[src/rtl/fraclut_pkg.sv]
package fraclut_pkg;

   typedef enum logic [1:0] {
      MODE_SINGLE = 2'b00,
      MODE_DUAL   = 2'b01,
      MODE_SHIFT  = 2'b10,
      MODE_ALT    = 2'b11
   } lut_mode_e;

   function automatic logic mode_is_shift(lut_mode_e m);
      return (m == MODE_SHIFT);
   endfunction

endpackage

[src/rtl/fraclut_store.sv]
module fraclut_store #(
   parameter int NUM_IN = 6
) (
   input  logic                 clk,
   input  logic                 rst_n,
   input  logic                 shift_mode,
   input  logic                 sh_en,
   input  logic                 shin,
   input  logic                 cfg_we,
   input  logic [2**NUM_IN-1:0] cfg_data,
   output logic [2**NUM_IN-1:0] table_q,
   output logic                 tail
);
   localparam int TBL  = 2**NUM_IN;
   localparam int HALF = TBL / 2;

   if (NUM_IN < 3) begin : g_bad_width
      $error("fraclut_store: NUM_IN must be at least 3");
   end

   always_ff @(posedge clk) begin
      if (!rst_n) begin
         table_q <= '0;
      end else if (shift_mode) begin
         if (sh_en) table_q[HALF-1:0] <= {table_q[HALF-2:0], shin};
      end else if (cfg_we) begin
         table_q <= cfg_data;
      end
   end

   assign tail = table_q[HALF-1];

   // a load copies the bus exactly
   a_r5_load: assert property (@(posedge clk) disable iff (!rst_n)
      (!shift_mode && cfg_we) |=> (table_q == $past(cfg_data)));
   // no enable, no change
   a_r5_hold: assert property (@(posedge clk) disable iff (!rst_n)
      (!shift_mode && !cfg_we) |=> $stable(table_q));
   // upper half frozen in shift mode
   a_r6_upper_frozen: assert property (@(posedge clk) disable iff (!rst_n)
      shift_mode |=> $stable(table_q[TBL-1:HALF]));
   // idle shift register holds
   a_r7_idle: assert property (@(posedge clk) disable iff (!rst_n)
      (shift_mode && !sh_en) |=> $stable(table_q));
   // one place per enabled edge
   a_r7_step: assert property (@(posedge clk) disable iff (!rst_n)
      (shift_mode && sh_en) |=>
         (table_q[HALF-1:1] == $past(table_q[HALF-2:0])) && (table_q[0] == $past(shin)));

endmodule

[src/rtl/fraclut_read.sv]
module fraclut_read
   import fraclut_pkg::*;
#(
   parameter int NUM_IN = 6
) (
   input  logic [2**NUM_IN-1:0] table_q,
   input  logic [NUM_IN-1:0]    sel,
   input  lut_mode_e            mode,
   output logic                 o6,
   output logic                 o5
);
   localparam int TBL  = 2**NUM_IN;
   localparam int HALF = TBL / 2;

   logic [NUM_IN-2:0] lo_idx;
   logic [NUM_IN-1:0] hi_idx;
   logic [NUM_IN-1:0] lo_full;

   assign lo_idx  = sel[NUM_IN-2:0];
   assign hi_idx  = {1'b1, lo_idx};
   assign lo_full = {1'b0, lo_idx};

   always_comb begin
      unique case (mode)
         MODE_DUAL:  o6 = table_q[hi_idx];
         MODE_SHIFT: o6 = table_q[lo_full];
         default:    o6 = table_q[sel];
      endcase
      o5 = mode_is_shift(mode) ? table_q[HALF-1] : table_q[lo_full];
   end

endmodule

[src/rtl/fraclut_slice.sv]
module fraclut_slice
   import fraclut_pkg::*;
#(
   parameter int NUM_ELEM = 4,
   parameter int NUM_IN   = 6,
   parameter bit CHAIN_EN = 1'b1
) (
   input  logic                       clk,
   input  logic                       rst_n,
   input  logic [1:0]                 mode_sel,
   input  logic                       cascade,
   input  logic [NUM_ELEM-1:0]        cfg_we,
   input  logic [2**NUM_IN-1:0]       cfg_data,
   input  logic                       sh_en,
   input  logic [NUM_ELEM-1:0]        sh_din,
   input  logic [NUM_ELEM*NUM_IN-1:0] lut_in,
   output logic [NUM_ELEM-1:0]        o6,
   output logic [NUM_ELEM-1:0]        o5,
   output logic                       chain_out
);
   localparam int TBL = 2**NUM_IN;

   if (NUM_ELEM < 1) begin : g_bad_count
      $error("fraclut_slice: NUM_ELEM must be at least 1");
   end
   if (NUM_IN < 3 || NUM_IN > 8) begin : g_bad_in
      $error("fraclut_slice: NUM_IN must lie in 3..8");
   end

   lut_mode_e             mode;
   logic                  shift_mode;
   logic [TBL-1:0]        tbl  [NUM_ELEM];
   logic [NUM_ELEM-1:0]   tail;
   logic [NUM_ELEM-1:0]   shin;

   assign mode       = lut_mode_e'(mode_sel);
   assign shift_mode = mode_is_shift(mode);

   for (genvar g = 0; g < NUM_ELEM; g++) begin : g_elem
      if (g == 0 || !CHAIN_EN) begin : g_head
         assign shin[g] = sh_din[g];
      end else begin : g_link
         assign shin[g] = cascade ? tail[g-1] : sh_din[g];
         // cascaded element takes its neighbour's tail
         a_r8_link: assert property (@(posedge clk) disable iff (!rst_n)
            (shift_mode && sh_en && cascade) |=> (tbl[g][0] == $past(tail[g-1])));
      end

      fraclut_store #(.NUM_IN(NUM_IN)) u_store (
         .clk        (clk),
         .rst_n      (rst_n),
         .shift_mode (shift_mode),
         .sh_en      (sh_en),
         .shin       (shin[g]),
         .cfg_we     (cfg_we[g]),
         .cfg_data   (cfg_data),
         .table_q    (tbl[g]),
         .tail       (tail[g])
      );

      fraclut_read #(.NUM_IN(NUM_IN)) u_read (
         .table_q (tbl[g]),
         .sel     (lut_in[g*NUM_IN +: NUM_IN]),
         .mode    (mode),
         .o6      (o6[g]),
         .o5      (o5[g])
      );
   end

   assign chain_out = tail[NUM_ELEM-1];

endmodule

[config.mk]
export PLATFORM = sky130hd
export DESIGN_NAME = fraclut_slice
export DESIGN_NICKNAME = d
export VERILOG_FILES = /design/src/rtl/fraclut_pkg.sv /design/src/rtl/fraclut_store.sv /design/src/rtl/fraclut_read.sv /design/src/rtl/fraclut_slice.sv
export SDC_FILE = /design/constraint.sdc
export NUM_CORES = 1
export LEC_CHECK = 0
export CORE_MARGIN = 8
export CORE_UTILIZATION = 31
export CTS_CLUSTER_DIAMETER = 80
export DETAILED_ROUTE_END_ITERATION = 10
export PLACE_DENSITY_LB_ADDON = 0.05
export REMOVE_ABC_BUFFERS = 1
export SLEW_MARGIN = 0
export SYNTH_ARGS = -nofsm -noshare
export SYNTH_HDL_FRONTEND = slang
export SYNTH_SLANG_ARGS = --single-unit
[constraint.sdc]
create_clock -name clk -period 8.7 [get_ports clk]
set_clock_uncertainty 0.15 [all_clocks]
set_input_delay 2.61 -clock clk [delete_from_list [all_inputs] [get_ports clk]]
set_output_delay 2.61 -clock clk [all_outputs]
set_load 0.03 [all_outputs]
**After elaboration in Yosys (flattened, before gate mapping)**

Cells that the tools add are included.
Widths: inputs -> output; s select.

- Register bits: 256
- Bits of input ports: 102
- Output and inout port bits: 9
- Word-level logic and storage cells: 83

- Magnitude comparators: 12
- Equal/unequal tests: 3
- Muxes and demuxes: 47
- Bitwise operators: 1
- Reductions and logical operators: 12

Operators with widths:

| cell | count |
|---|---|
| $mux 32 | 12 |
| $lt 6x7->1 const B | 8 |
| $bmux 1 s5 | 8 |
| $lt 5x7->1 const B | 4 |
| $bmux 1 s6 | 4 |
| $mux 1 | 19 |
| $reduce_and 2->1 | 8 |
| $pmux 1 s2 | 4 |
| $reduce_bool 2->1 | 4 |
| $eq 2x1->1 const B | 1 |
| $eq 2x2->1 const B | 1 |
| $ne 2x2->1 const B | 1 |
| $not 1->1 | 1 |

**Longest topological paths before layout**

- Word-level depth: 3
- Gate-level depth with buffers: 9
- Gate-level depth less buffers: 6

**Modules after synthesis**

A second synthesis with hierarchy kept.

- Cell total of the unflattened synthesis: 1528
- Area total of the unflattened synthesis: 13888.3 µm²

Modules (own cells, without submodules):

| module | instances | cells an instance | area an instance (µm²) | sequential area each (µm²) |
|---|---|---|---|---|
| fraclut_store | 4 | 285 | 2722.6 | 1281.2 |
| fraclut_read | 4 | 96 | 739.5 | 0.0 |
| fraclut_slice | 1 | 4 | 40.0 | 0.0 |

**Worst setup path before layout**

OpenSTA, ideal clock, no wires.

- Kind: in2out
- Start: input lut_in[7]
- End: output o6[1]
- Arrival: 4.115 ns
- Slack: 1.825 ns
- Stages on the path: 7
- Path buffers: 3
- Path through: buf_6 > buf_2 > mux4_2 > mux4_2 > o221ai_2 > o21ai_1 > buf_4

- Cells in the longest elaborated chain, start to end: 3

RTL lines:

| what | line | source |
|---|---|---|
| from (decl) | fraclut_slice.sv:16 | `input logic [NUM_ELEM*NUM_IN-1:0] lut_in,` |
| $bmux 1 s6 (tied with other cells) | fraclut_read.sv:27 | `default: o6 = table_q[sel];` |
| $mux 1, on equally long branches | fraclut_read.sv:27, fraclut_read.sv:25, fraclut_read.sv:26 |  |
| $pmux 1 s2 * | fraclut_read.sv:24 | `unique case (mode)` |
| to (decl) | fraclut_slice.sv:17 | `output logic [NUM_ELEM-1:0] o6,` |

Every way passes the cells marked *; elsewhere a longest branch is shown, timed or not. The select of a mux whose other input is x is not followed.

**Worst setup path in the final report**

- Start: input lut_in[18]
- End: output o6[3]

Same word-level chain as after synthesis.

==> flow_summary.yaml <==
status:
  outcome: "completed"
yosys:
  synth-simple-area-share: 0.158
  ys.flop_type: "dfxtp_1"
  async_flop_share: 0
  yosys.area_share.xor_xnor: 0
  synth_area_leaders: "dfxtp_1, nand2_1, o211a_1"
  synth_compound_area_frac: 0.237
  ys.warnings.count: 0
  synthesis.area_um2: 12600
  yosysTopAreaCellShare: 0.408
  ys_seq_area_frac: 0.408
  synth_edf_count: 0
  yosysMostFrequentCell: "nand2_1"
  netlist_instances: 1374
  synth_area_per_cell_um2: 9.14
  synth-adder-area-share: 0.00199
  ys_ff_latch: 256
  yosys.area.top_type: "dfxtp_1"
  synth.distinct_cells: 30
  synth_mux_area_frac: 0.147
  synthTopCellsByCount: "nand2_1, dfxtp_1, a21boi_0, a21oi_1, o211a_1"
  synth_top_family_by_area: "compound AO/OA/AOI/OAI gates"
cts:
  clock_sinks: 256
  cts_max_level: 1
  clk_path_buf_depth: 3
  cts_resized: 0
  cts_root_buf: "clkbuf_16"
  post-cts-setup-buffer-count: 0
  cts_tree: "built"
  numCtsBuffers: 31
  cts_hold_buf: 0
  clk_pin_slew_ns: 0.06
  clk_latency_ns: 0.58
timing:
  finalMaxSlewViolations: 0
  setup_violations: 0
  holdWs_ns: 0.316
  rsz0062_at_grt: "false"
  fmax_ghz: 0.121
  min_period_over_period: 0.947
  max-slew-margin-rel: 0.216
  hold_viol_final: 0
  min_period_ns: 8.24
  worstMarginPinSlew_ns: 1.17
  tns_ns: 0
layout:
  layout.nets: 1513
  regMostFlops: "g_elem.u_store.table_q"
  drive_gt1_frac: 0.103
  n_antenna_cell: 0
  largest_reg_flops: 256
  area_growth_syn_to_layout_pct: 19.9
  reg_top3: "g_elem.u_store.table_q x256"
  fill_cells: 4151
  finish.utilization: 0.378
power_and_ir_drop:
  irDropWorstVdd_v: 0.000133
  powerDensity_nw_per_um2: 208
  power.leakage_nw: 6.71
detailed_routing:
  vias: 10211
  dr_wl_met3_um: 2130
  ant_nets: 0
  drt_iter0_drc: 777
  viasPerCell: 5.22
  first_pass_iters: 7
  top_layer_used: "met4"
  drt_drc_violations_left: 0
  wl_met2_um: 19700
  drt-met1-wl_um: 19700
  totalWireLength_um: 42300
  routedWlPerCell_um: 21.6
floorplan:
  initial_utilization: 0.315
  die_h_um: 217
  die_w_um: 217
  die_area_um2: 47200
  ios: 111
  fp-row-count: 73
  core-area_um2: 39800
critical_path:
  required_ns: 5.94
  critPathMostFrequentCell: "clkdlybuf4s50_1"
  setup.worst_path.class: "primary input to primary output"
  crit_path_end_kind: "primary output"
  startpoint_type: "primary input"
  crit_chain: "clkdlybuf4s50_1, mux4_2, nor3_1, o21ai_0, o211ai_1, o22ai_1, clkdlybuf4s50_1"
  slowest_delay_ns: 0.92
  r2r_start: "g_elem[0].u_store.table_q[31]$_SDFFE_PN0P_"
  startpoint: "lut_in[18]"
  arrival_ns: 5.48
  cp_max_fo: 7
  cpMaxStageDelayCell: "clkdlybuf4s50_1"
placed_design:
  portBuffers: 110
  dp_hpwl_um: 28000
  gp_congestion: 0.730
min_path:
  hp-class: "register to register"
  hp-start: "g_elem[0].u_store.table_q[32]$_SDFFE_PN0P_"
job:
  maxCapViolations: 0
grt:
  grt_use_total: 0.174
  grt_max_degree: 220
  antenna_found_initial: 0
  grt_pass1_vias: 10013
  grt-ovfl-total: 0
  grt_pass1_wl_um: 63800
## cell type report
type	instances	area [um^2]	area share
sequential	256	5120	0.340
clock buffer	46	932	0.0619
tap	525	657	0.0436
multi-input combinational	981	6890	0.458
clock inverter	10	104	0.00690
timing repair buffer	137	1340	0.0889
inverter	2	7.51	0.000499
## critical path, delay by kind of cell
kind | cells | cell delay, ns
compound gates | 3 | 0.41
buf+inv | 2 | 1.56
mux | 1 | 0.59
simple gates | 1 | 0.30
## layout by cell type, fill, tap and decap left out, types with 26 or more instances in the layout
master	count
a21boi_0	128
mux4_2	54
mux2i_1	29
clkdlybuf4s50_1	107
dfxtp_1	256
a21oi_1	127
nand2_1	400
buf_4	26
clkbuf_16	31
o211a_1	125
nor2b_1	34
## per-stage QoR
| step | cell area [um^2] | worst slack, ns | power, mW | instances |
|---|---|---|---|---|
| 3_5_place_dp | 14000 | 0.447 | 1.84 | 1901 |
| 2_1_floorplan | 12000 | -0.738 | 1.60 | 1239 |
| 4_1_cts | 15100 | 0.445 | 3.18 | 1957 |
| 6_report | 15100 | 0.462 | 3.13 | 1957 |
| 3_3_place_gp | 14000 | 0.444 | 1.84 | 1901 |
| 5_1_grt | 15100 | 0.296 | 3.27 | 1957 |
## final timing paths
| path | end | slack [ns] | depth (start not counted) |
|---|---|---|---|
| max | o6[3] | 0.46 | 7 |
| min | g_elem[0].u_store.table_q[32]$_SDFFE_PN0P_ | 0.32 | 2 |
| max reg2reg | g_elem[1].u_store.table_q[0]$_SDFFE_PN0P_ | 7.47 | 4 |
| min reg2reg | g_elem[0].u_store.table_q[32]$_SDFFE_PN0P_ | 0.32 | 2 |
## report_power, final
part,switching [mW],internal [mW]
registers,0.0625,1.26
logic,0.267,0.218
clock network,0.528,0.793
## cell families (layout without fill, tap and decap cells)
kind of cell | count (synthesis) | count (layout)
and+or+nand+nor | 482 | 482
AOI/OAI and AO/OA | 400 | 400
DFF | 256 | 256
buffers and inverters | 137 | 195
muxes | 97 | 97
adders and majority gates | 2 | 2
## routing by layer
metal / global-route usage / up-vias
li1: - / 4926
met1: 0.239 / 5031
met2: 0.286 / 212
met3: 0.0302 / 42
met4: 0.0313 / 0
met5: 0 / -
(Power assumes the default switching activity.)
